===== src/rtl/hubDecPkg.sv =====
package hubDecPkg;
  localparam int unsigned HUB_ADDR_W   = 20;
  localparam int unsigned HUB_RAM_LOG2 = 19;
  localparam int unsigned HUB_RSV_LOG2 = 14;
  localparam int unsigned HUB_DATA_W   = 32;

  typedef enum logic [1:0] {
    RGN_LOW,
    RGN_ALIAS,
    RGN_HOME,
    RGN_HOLE
  } region_e;

  typedef struct packed {
    logic ramEn;
    logic ramWe;
    logic rdTrack;
    logic rdZero;
  } ctrlStrobes_t;
endpackage


===== src/rtl/hubDecCtrl.sv =====
module hubDecCtrl
  import hubDecPkg::*;
#(
  parameter int unsigned ADDR_W   = HUB_ADDR_W,
  parameter int unsigned RAM_LOG2 = HUB_RAM_LOG2,
  parameter int unsigned RSV_LOG2 = HUB_RSV_LOG2
) (
  input  logic                       clk,
  input  logic                       rstN,
  input  logic                       reqValid,
  input  logic                       reqWrite,
  input  logic [ADDR_W-1:RSV_LOG2]   addrHigh,
  input  logic                       debugEn,
  input  logic                       debugPriv,
  output ctrlStrobes_t               strobes,
  output logic                       protErr,
  output logic                       mapErr
);
  localparam int unsigned TAG_W = RAM_LOG2 - RSV_LOG2;
  localparam int unsigned HI_W  = ADDR_W - RAM_LOG2;

  logic [HI_W-1:0]  hiPart;
  logic [TAG_W-1:0] tagPart;
  region_e          region;
  logic             inWindow;
  logic             guarded;
  logic             blockWrite;
  logic             isHole;

  assign hiPart  = addrHigh[ADDR_W-1:RAM_LOG2];
  assign tagPart = addrHigh[RAM_LOG2-1:RSV_LOG2];

  // Region select: alias sits under the array top, home under the space top.
  always_comb begin
    if (hiPart == '0) begin
      region = (&tagPart) ? RGN_ALIAS : RGN_LOW;
    end else if ((&hiPart) && (&tagPart)) begin
      region = RGN_HOME;
    end else begin
      region = RGN_HOLE;
    end
  end

  assign inWindow   = (region == RGN_ALIAS) || (region == RGN_HOME);
  assign isHole     = (region == RGN_HOLE);
  assign guarded    = inWindow && debugEn && !debugPriv;
  assign blockWrite = reqWrite && guarded;

  always_comb begin
    strobes         = '0;
    strobes.ramEn   = reqValid && !isHole && !blockWrite;
    strobes.ramWe   = reqWrite;
    strobes.rdTrack = reqValid && !reqWrite;
    strobes.rdZero  = reqValid && !reqWrite && isHole;
  end

  always_ff @(posedge clk or negedge rstN) begin
    if (!rstN) begin
      protErr <= 1'b0;
      mapErr  <= 1'b0;
    end else begin
      protErr <= reqValid && blockWrite;
      mapErr  <= reqValid && isHole;
    end
  end
endmodule


===== src/rtl/hubDecPath.sv =====
module hubDecPath
  import hubDecPkg::*;
#(
  parameter int unsigned DATA_W   = HUB_DATA_W,
  parameter int unsigned RAM_LOG2 = HUB_RAM_LOG2
) (
  input  logic                           clk,
  input  logic                           rstN,
  input  ctrlStrobes_t                   strobes,
  input  logic [RAM_LOG2-1:$clog2(DATA_W/8)] wordAddr,
  input  logic [DATA_W/8-1:0]            reqBe,
  input  logic [DATA_W-1:0]              reqWdata,
  input  logic [DATA_W-1:0]              ramRdata,
  output logic                           ramEn,
  output logic                           ramWe,
  output logic [RAM_LOG2-$clog2(DATA_W/8)-1:0] ramAddr,
  output logic [DATA_W/8-1:0]            ramBe,
  output logic [DATA_W-1:0]              ramWdata,
  output logic                           rdValid,
  output logic [DATA_W-1:0]              rdData
);
  localparam int unsigned LANES = DATA_W / 8;

  logic rdTrackQ, rdZeroQ, rdPendQ, rdZero2Q;

  always_ff @(posedge clk or negedge rstN) begin
    if (!rstN) begin
      ramEn   <= 1'b0;
      ramWe   <= 1'b0;
      ramAddr <= '0;
      ramBe   <= '0;
    end else begin
      ramEn <= strobes.ramEn;
      ramWe <= strobes.ramEn && strobes.ramWe;
      if (strobes.ramEn) begin
        ramAddr <= wordAddr;
        ramBe   <= strobes.ramWe ? reqBe : '0;
      end
    end
  end

  // Each data lane loads only when its byte is written.
  for (genvar lane = 0; lane < LANES; lane++) begin : g_lane
    always_ff @(posedge clk or negedge rstN) begin
      if (!rstN) begin
        ramWdata[lane*8 +: 8] <= '0;
      end else if (strobes.ramEn && strobes.ramWe && reqBe[lane]) begin
        ramWdata[lane*8 +: 8] <= reqWdata[lane*8 +: 8];
      end
    end
  end

  always_ff @(posedge clk or negedge rstN) begin
    if (!rstN) begin
      rdTrackQ <= 1'b0;
      rdZeroQ  <= 1'b0;
      rdPendQ  <= 1'b0;
      rdZero2Q <= 1'b0;
    end else begin
      rdTrackQ <= strobes.rdTrack;
      rdZeroQ  <= strobes.rdZero;
      rdPendQ  <= rdTrackQ;
      rdZero2Q <= rdZeroQ;
    end
  end

  assign rdValid = rdPendQ;
  assign rdData  = rdZero2Q ? '0 : ramRdata;
endmodule


===== src/rtl/hubRamDecoder.sv =====
module hubRamDecoder
  import hubDecPkg::*;
#(
  parameter int unsigned ADDR_W   = HUB_ADDR_W,
  parameter int unsigned RAM_LOG2 = HUB_RAM_LOG2,
  parameter int unsigned RSV_LOG2 = HUB_RSV_LOG2,
  parameter int unsigned DATA_W   = HUB_DATA_W
) (
  input  logic                                  clk,
  input  logic                                  rstN,
  input  logic                                  debugEn,
  input  logic                                  debugPriv,
  input  logic                                  reqValid,
  input  logic                                  reqWrite,
  input  logic [ADDR_W-1:0]                     reqAddr,
  input  logic [DATA_W/8-1:0]                   reqBe,
  input  logic [DATA_W-1:0]                     reqWdata,
  output logic                                  ramEn,
  output logic                                  ramWe,
  output logic [RAM_LOG2-$clog2(DATA_W/8)-1:0]  ramAddr,
  output logic [DATA_W/8-1:0]                   ramBe,
  output logic [DATA_W-1:0]                     ramWdata,
  input  logic [DATA_W-1:0]                     ramRdata,
  output logic                                  rdValid,
  output logic [DATA_W-1:0]                     rdData,
  output logic                                  protErr,
  output logic                                  mapErr
);
  localparam int unsigned OFF_W = $clog2(DATA_W / 8);

  ctrlStrobes_t strobes;
  logic         unusedAddrBits;

  assign unusedAddrBits = ^reqAddr[OFF_W-1:0];

  hubDecCtrl #(
    .ADDR_W  (ADDR_W),
    .RAM_LOG2(RAM_LOG2),
    .RSV_LOG2(RSV_LOG2)
  ) u_ctrl (
    .clk      (clk),
    .rstN     (rstN),
    .reqValid (reqValid),
    .reqWrite (reqWrite),
    .addrHigh (reqAddr[ADDR_W-1:RSV_LOG2]),
    .debugEn  (debugEn),
    .debugPriv(debugPriv),
    .strobes  (strobes),
    .protErr  (protErr),
    .mapErr   (mapErr)
  );

  hubDecPath #(
    .DATA_W  (DATA_W),
    .RAM_LOG2(RAM_LOG2)
  ) u_path (
    .clk     (clk),
    .rstN    (rstN),
    .strobes (strobes),
    .wordAddr(reqAddr[RAM_LOG2-1:OFF_W]),
    .reqBe   (reqBe),
    .reqWdata(reqWdata),
    .ramRdata(ramRdata),
    .ramEn   (ramEn),
    .ramWe   (ramWe),
    .ramAddr (ramAddr),
    .ramBe   (ramBe),
    .ramWdata(ramWdata),
    .rdValid (rdValid),
    .rdData  (rdData)
  );
endmodule


===== config.mk =====
export PLATFORM = sky130hd
export DESIGN_NAME = hubRamDecoder
export DESIGN_NICKNAME = d
export VERILOG_FILES = /design/src/rtl/hubDecPkg.sv /design/src/rtl/hubDecCtrl.sv /design/src/rtl/hubDecPath.sv /design/src/rtl/hubRamDecoder.sv
export SDC_FILE = /design/constraint.sdc
export NUM_CORES = 1
export LEC_CHECK = 0
export ABC_AREA = 1
export CORE_MARGIN = 2
export CORE_UTILIZATION = 36
export DETAILED_ROUTE_END_ITERATION = 8
export PLACE_DENSITY = 0.83
export SYNTH_ARGS = -nofsm -noshare
export SYNTH_HDL_FRONTEND = slang
export SYNTH_SLANG_ARGS = --single-unit

===== constraint.sdc =====
create_clock -name clk -period 0.9 [get_ports clk]
set_input_delay 0.18 -clock clk [delete_from_list [all_inputs] [get_ports clk]]
set_output_delay 0.18 -clock clk [all_outputs]
set_load 0.02 [all_outputs]

==> metrics.csv, run 1 <==
stage,metric,value,unit
job,number of violations of the max-capacitance limit,0,
logic_synthesis,async set or reset register ratio after synthesis,100,%
die,vertical die dimension,91.9,um
grt,number of antenna violations at the first check in global routing,0,
power,reported leakage power,3.26,nW
timing,shortest clock period the worst path allows after layout,1550,ps
timing,max-slew headroom at the worst pin,74.2,%
logic_synthesis,area of the mapped netlist,0.00278,sq mm
die,die width,91.9,um
detailed_routing,iteration-0 DRC count of the detailed router,146,
setup_path,R2R depth,5,
run_status,violated checks,negative setup slack,
grt,via count of the first global-routing pass,3476,
timing,period utilization,172,%
logic_synthesis,most common library cells after synthesis,"125 x nand2_1, 61 x dfrtp_1, 39 x inv_1, 36 x nor2_1, 32 x nand4_1",
place,sum of net half-perimeters after detailed placement,6.46,mm
setup_path,capturing element type of the critical path,flip-flop,
grt,global route overflow,0,
cells_and_area,Filler cells,366,
hold_path,worst hold stages,4,
logic_synthesis,Synth cell types,23,
cts,library cell used as clock root buffer,clkbuf_8,
timing,total negative slack for setup checks,-56450,ps
timing,final number of hold-violating endpoints,0,
detailed_routing,DRC,0,
cells_and_area,growth of design area from synthesis to finish,131,%
cts,H-tree depth,3,
logic_synthesis,synthesized flop and latch total,61,
timing,setup repair after global routing missed its margin,true,
logic_synthesis,Synthesized Nets,423,
grt,wire length of the first global-routing pass,17.1,mm
place,count of input and output buffers,181,
logic_synthesis,sequential cell area fraction in the yosys report,54.9,%
hold_path,Min-Delay Path Class,input pin to flip-flop,
timing,maximum clock frequency,646,MHz
die,area of the die,0.00844,sq mm
detailed_routing,Pre-antenna DRT Iters,6,
logic_synthesis,most used flip-flop cell after synthesis,dfrtp_1,
cts,Sink Count,61,
cells_and_area,final core utilization,84.5,%
die,number of core rows,32,
timing,Finish-stage setup viols,146,
cts,clock transition at the register clock pins on the worst setup and hold paths after CTS,70,ps
setup_path,start of the worst register-to-register path,u_path.ramWdata[5],
cts,clock buffer count from CTS,9,
setup_path,flop2flop setup slack,-100,ps
detailed_routing,WL final,13.1,mm
logic_synthesis,Avg Inst Size Synth,8.48,sq um
cells_and_area,layout cell share with drive strength beyond 1,49.7,%
logic_synthesis,number of flops mapped to enable cells by yosys,0,
grt,overall global routing resource usage,26.1,%
logic_synthesis,top cells by area in the synthesized netlist,"dfrtp_1 55%, nand2_1 17%, nand4_1 7.2%",
run_status,outcome,"complete, but fails checks",
detailed_routing,Via density,5.02,
hold_path,end point of the worst hold path,u_path.ramAddr[15],
cells_and_area,final layout net count,693,
detailed_routing,residual antenna-violating net count after detailed routing,0,
timing,Final Max Slew Viols,0,
hold_path,worst min-delay path startpoint,reqAddr[17],
logic_synthesis,fraction of synthesized cell area taken by the top area cell type,54.9,%
setup_path,endpoint required time on the critical path,1120,ps
cells_and_area,number of flip-flops in the largest register,32,
logic_synthesis,number of instances in the synthesized netlist,328,
setup_path,largest driver fanout on the critical path,7,
cts,clock tree from TritonCTS,built,
logic_synthesis,Yosys warning count,0,
power,maximum vdd ir drop,1.00,mV
timing,clock skew after layout,7.97,ps
place,last weighted congestion value of the routability-driven placer,0.811,
cells_and_area,registers with the most flip-flops,"u_path.ramWdata x32, u_path.ramAddr x17, u_path.ramBe x4",
cts,Skew-Pair Late Insertion Delay,330,ps
die,initial core utilization,36.5,%
timing,Worst Tran Pin Value,384,ps
die,core footprint,0.00761,sq mm
setup_path,capture point of the worst reg-to-reg path,u_path.ramWdata[5],
power,ratio of total power to cell area,1580,mW/mm^2
cts,worst-case clock buffer depth,2,
die,count of pins on the block boundary,184,
setup_path,Setup crit start kind,input pin,
grt,maximum number of pins on one net before global-route repair,62,
setup_path,data arrival at the endpoint of the critical path,1760,ps
timing,fin worst setup slack,-648,ps
detailed_routing,total via count after detailed routing,3537,
logic_synthesis,most frequent cell after synthesis,nand2_1,
logic_synthesis,"area leader, netlist",dfrtp_1,
setup_path,path type of the worst setup path,input pin to flip-flop,
cells_and_area,register with the most flip-flops,u_path.ramWdata,
detailed_routing,routed wirelength normalized by instance count,18.5,um
## placed cells by master, fill, tap and decap left out, types with 3 or more instances in the layout
| cell type | instances |
|---|---|
| dlygate4sd2_1 | 3 |
| nand4_1 | 32 |
| nand2_1 | 80 |
| nor2_4 | 33 |
| clkdlybuf4s50_1 | 83 |
| clkinv_1 | 3 |
| buf_6 | 97 |
| dfrtp_1 | 59 |
| inv_1 | 36 |
| buf_4 | 61 |
| nand2_2 | 28 |
| clkbuf_8 | 11 |
| buf_12 | 12 |
| nand2_4 | 18 |
| buf_16 | 4 |
| o21ai_2 | 3 |
| nand3_4 | 8 |
| buf_8 | 3 |
## worst max path at each step
stage / startpoint / end / slack [ps] / depth (start not counted)
finish: reqAddr[17] / u_path.ramWdata[8] / -650 / 13
global route: reqAddr[17] / u_path.ramWdata[8] / -740 / 13
CTS: u_path.rdZero2Q / rdData[18] / -590 / 4
detailed placement: reqAddr[17] / u_path.ramWdata[3] / -1350 / 13
global placement: reqAddr[17] / u_path.ramWdata[4] / -1270 / 13
floorplan: reqAddr[17] / u_path.ramWdata[10] / -540 / 12
## through the flow
stage	setup slack (ps)	hold WS [ps]	power (mW)	std cells	cell area, sq um
2_1_floorplan	-538	-116	4.85	328	3090
3_3_place_gp	-1270	208	6.63	627	5160
3_5_place_dp	-1350	216	6.68	627	5160
4_1_cts	-589	165	9.51	682	6120
5_1_grt	-737	158	10.6	704	6430
6_report	-648	173	10.2	705	6430
## where the power goes
part	internal, mW	switching, mW	total [mW]	leakage (nW)
clock	1.14	1.15	2.29	0.0885
sequential	3.18	0.402	3.58	0.768
combinational	2.31	2.00	4.30	2.40
total	6.62	3.55	10.2	3.26
## worst max-delay path, stage by stage
cell       delay (ps)
buf_8              80
inv_8              30
nor3_4            170
nand3_1           130
ha_1              330
inv_1              70
nand2_1            50
nand2_2           100
nand2_8            90
buf_12            160
clkbuf_16         160
nand4_1           100
nand2_1            90
## cells by family (layout without fill, tap and decap cells)
kind of cell    count (synthesis)  count (layout)  share of synthesized area (%)
flops                          61              61                           54.9
fa+ha+maj                       1               1                          0.450
simple gates                  204             208                           33.6
compound gates                  3               3                          0.540
other cells                     0               1                              0
buf+inv                        59             329                           10.5
## layout make-up
| cell class | instances | area (sq um) | share of cell area, % |
|---|---|---|---|
| timing repair inverter | 1 | 11.3 | 0.175 |
| sequential | 61 | 1530 | 23.8 |
| inverter | 45 | 196 | 3.05 |
| timing repair buffer | 268 | 2860 | 44.4 |
| antenna | 1 | 2.50 | 0.0389 |
| multi-input combinational | 212 | 1530 | 23.8 |
| tap | 102 | 128 | 1.98 |
| clock inverter | 3 | 21.3 | 0.331 |
| clock buffer | 12 | 155 | 2.41 |
## repair_timing
item	in CTS	in global routing
pin swaps	42	33
endpoints found under the hold margin	61	0
setup endpoints to repair	148	146
hold buffers	1	0
gates cloned	13	1
buffers inserted	26	30
gates resized for setup	615	64
## per-layer routing
layer | global-route usage (%) | vias to the layer above | wire length (um)
li1 | - | 1569 | -
met1 | 29.1 | 1670 | 4440
met2 | 47.2 | 252 | 6940
met3 | 8.05 | 46 | 1220
met4 | 8.58 | 0 | 476
met5 | 0 | - | 0
Note: power is estimated with default switching activity, not from simulation.
==> run 2, diff against run 1 <==
--- a/config.mk
+++ b/config.mk
@@ -6,10 +6,12 @@
 export NUM_CORES = 1
 export LEC_CHECK = 0
 export ABC_AREA = 1
+export CORE_ASPECT_RATIO = 1.75
 export CORE_MARGIN = 2
 export CORE_UTILIZATION = 36
 export DETAILED_ROUTE_END_ITERATION = 8
 export PLACE_DENSITY = 0.83
+export SKIP_LAST_GASP = 1
 export SYNTH_ARGS = -nofsm -noshare
 export SYNTH_HDL_FRONTEND = slang
 export SYNTH_SLANG_ARGS = --single-unit
==> run 2 against run 1 <==
Net effect:
- the flow still finishes with violations (negative setup slack)
- routed wire length is 8.1% lower
- die area increased by 0.33%
- critical path type is now flip-flop to output port
- sequential cell count unchanged
- hold slack better by 41 ps
- global-route usage is 0.24 points lower
- final cell count shrank 1.7%
- non-clock buffer count is 7 higher
- combinational power fell by 2%
- critical path depth is 9 lower
- total power is 9.2% higher
- first-iteration DRC count increased by 50%
- critical endpoint is now rdData[10]
- sequential share of layout area rose by 0.087 points
==> metrics.csv, run 2 (synthesis results as in run 1) <==
stage,metric,value,unit
cells_and_area,layout cell share with drive strength beyond 1,48.4,%
grt,global route overflow,0,
detailed_routing,iteration-0 DRC count of the detailed router,219,
timing,Finish-stage setup viols,146,
timing,Final Max Slew Viols,0,
setup_path,worst path bufs/invs,3,
power,internal power summed over all cells,7.66,mW
place,number of cells in the design after placement,613,
timing,fin worst setup slack,-602,ps
timing,max-slew headroom at the worst pin,75.7,%
cells_and_area,registers with the most flip-flops,"u_path.ramWdata x32, u_path.ramAddr x17, u_path.ramBe x4",
setup_path,data arrival at the endpoint of the critical path,1320,ps
setup_path,Critical Path Max Stage Delay,480,ps
setup_path,ordered cell list for the critical path,"buf_12, buf_16, nor2_4, buf_6",
grt,wire length of the first global-routing pass,17.0,mm
cells_and_area,Antenna diodes,0,
grt,number of antenna violations at the first check in global routing,0,
grt,maximum number of pins on one net before global-route repair,62,
timing,maximum clock frequency,666,MHz
cts,clock tree from TritonCTS,built,
cts,clock transition at the register clock pins on the worst setup and hold paths after CTS,50,ps
detailed_routing,WL final,12.0,mm
timing,clock skew after layout,3.90,ps
cells_and_area,post-route non-filler standard cell count,693,
timing,setup repair after global routing missed its margin,true,
place,Area after DPL,0.00514,sq mm
cts,library cell used as clock root buffer,clkbuf_16,
cts,H-tree depth,3,
job,number of violations of the max-capacitance limit,0,
die,die width,70.4,um
cells_and_area,"most common cell after layout, fill and taps aside",buf_6,
timing,shortest clock period the worst path allows after layout,1500,ps
detailed_routing,Pre-antenna DRT Iters,4,
detailed_routing,DRC,0,
cells_and_area,final layout net count,699,
cts,Skew-Pair Late Insertion Delay,320,ps
power,total power,11.1,mW
die,vertical die dimension,120,um
setup_path,largest driver fanout on the critical path,6,
hold_path,Min-Delay Path Class,input pin to flip-flop,
cells_and_area,growth of design area from synthesis to finish,130,%
grt,overall global routing resource usage,25.8,%
cells_and_area,register with the most flip-flops,u_path.ramWdata,
detailed_routing,total via count after detailed routing,3412,
die,core footprint,0.00751,sq mm
setup_path,endpoint required time on the critical path,720,ps
power,maximum vdd ir drop,1.19,mV
place,last weighted congestion value of the routability-driven placer,0.750,
run_status,violated checks,negative setup slack,
die,initial core utilization,37.0,%
die,count of pins on the block boundary,184,
power,ratio of total power to cell area,1740,mW/mm^2
cts,clock buffer count from CTS,9,
grt,via count of the first global-routing pass,3498,
run_status,outcome,"complete, but fails checks",
detailed_routing,routed wirelength normalized by instance count,17.3,um
place,sum of net half-perimeters after detailed placement,6.91,mm
place,count of input and output buffers,181,
power,part of the power in the clock network,30.1,%
die,area of the die,0.00847,sq mm
cells_and_area,"top library cells by usage in the layout, fill and taps aside","91 x buf_6, 88 x nand2_1, 84 x clkdlybuf4s50_1",
setup_path,cell family contributing the most delay on the critical path,flip-flops,
cells_and_area,final core utilization,85.2,%
setup_path,path type of the worst setup path,flip-flop to output port,
power,Switching Power,3.45,mW
power,part of the power in combinational logic,38.0,%
timing,Worst Tran Pin Value,363,ps
detailed_routing,Via density,4.92,
power,Sw Ratio,31.1,%
power,sequential power share,31.8,%
cells_and_area,Post-Layout Inst Area,0.00640,sq mm
die,number of core rows,42,
cells_and_area,Filler cells,352,
timing,period utilization,167,%
setup_path,Setup crit start kind,flip-flop,
cts,Sink Count,61,
setup_path,capturing element type of the critical path,output port,
timing,final number of hold-violating endpoints,0,
detailed_routing,residual antenna-violating net count after detailed routing,0,
setup_path,library cell contributing the largest single delay on the critical path,dfrtp_2,
cells_and_area,number of flip-flops in the largest register,32,
cts,worst-case clock buffer depth,2,
power,reported leakage power,3.24,nW
==> run 2: cell types whose count changed in the layout (fill, tap and decap cells not counted), moves of 2 or more <==
cell,before,now
nand2_2,28,32
clkbuf_16,1,10
buf_4,61,73
clkinv_2,2,0
buf_2,2,4
clkbuf_8,11,1
nand2_1,80,88
buf_6,97,91
nand2_4,18,7
==> run 2: power groups by stage <==
stage / logic [mW] / clock network (mW) / registers, mW
final: 4.23 / 3.35 / 3.54
after global routing: 4.45 / 3.49 / 3.57
after CTS: 3.75 / 3.30 / 3.52
after detailed placement: 3.18 / 0 / 3.48
after global placement: 3.11 / 0 / 3.47
after floorplan: 0.858 / 0 / 4.00
==> run 2: layout make-up <==
cell class | instances | area, sq um | share of cell area [%]
clock buffer | 10 | 239 | 3.73
clock inverter | 2 | 37.5 | 0.586
inverter | 45 | 184 | 2.87
multi-input combinational | 212 | 1440 | 22.5
sequential | 61 | 1530 | 23.9
tap | 88 | 110 | 1.72
timing repair buffer | 275 | 2860 | 44.7
==> run 2: worst paths after layout <==
kind                                     from             endpoint  slack (ps)  cells past startpoint
setup / recovery              u_path.rdZero2Q           rdData[10]        -600                      4
hold / removal                    reqAddr[18]   u_path.ramAddr[16]         210                      4
setup reg to reg           u_path.ramWdata[3]   u_path.ramWdata[3]         -20                      4
hold reg to reg               u_path.rdTrackQ       u_path.rdValid         350                      0
max in group asynchronous                rstN      u_path.rdZero2Q         210                      3
min in group asynchronous                rstN  u_path.ramWdata[12]         390                      3
==> run 2: per-stage QoR <==
| step | setup slack (ps) | hold slack, ps | TNS [ps] |
|---|---|---|---|
| after global routing | -642 | 226 | -58060 |
| after detailed placement | -1260 | 212 | -103490 |
| after CTS | -552 | 174 | -49330 |
| final | -602 | 214 | -50760 |
| after global placement | -1230 | 206 | -101940 |
| after floorplan | -538 | -116 | -30420 |
==> run 2: worst reg2reg max path: stages, from the launching register on <==
cell	delay [ps]
dfrtp_1	390
buf_4	140
buf_4	130
nand2_1	70
nand2_1	70
==> run 2: what timing repair did <==
action	4_1_cts	5_1_grt
gates resized for setup	577	53
buffers inserted	30	26
cloned	11	1
hold endpoints to repair	61	0
setup endpoints to repair	148	146
hold buffers	1	0
pin swaps	42	17
==> run 2: layer usage <==
layer | vias to the layer above | GRT usage (%) | routed length, um | part of all wire, %
met5 | - | 0 | 0 | 0
met4 | 0 | 10.8 | 399 | 3.3
met3 | 35 | 7.92 | 860 | 7.2
met2 | 192 | 47.9 | 6540 | 54
met1 | 1615 | 26.1 | 4200 | 35
li1 | 1570 | - | - | -
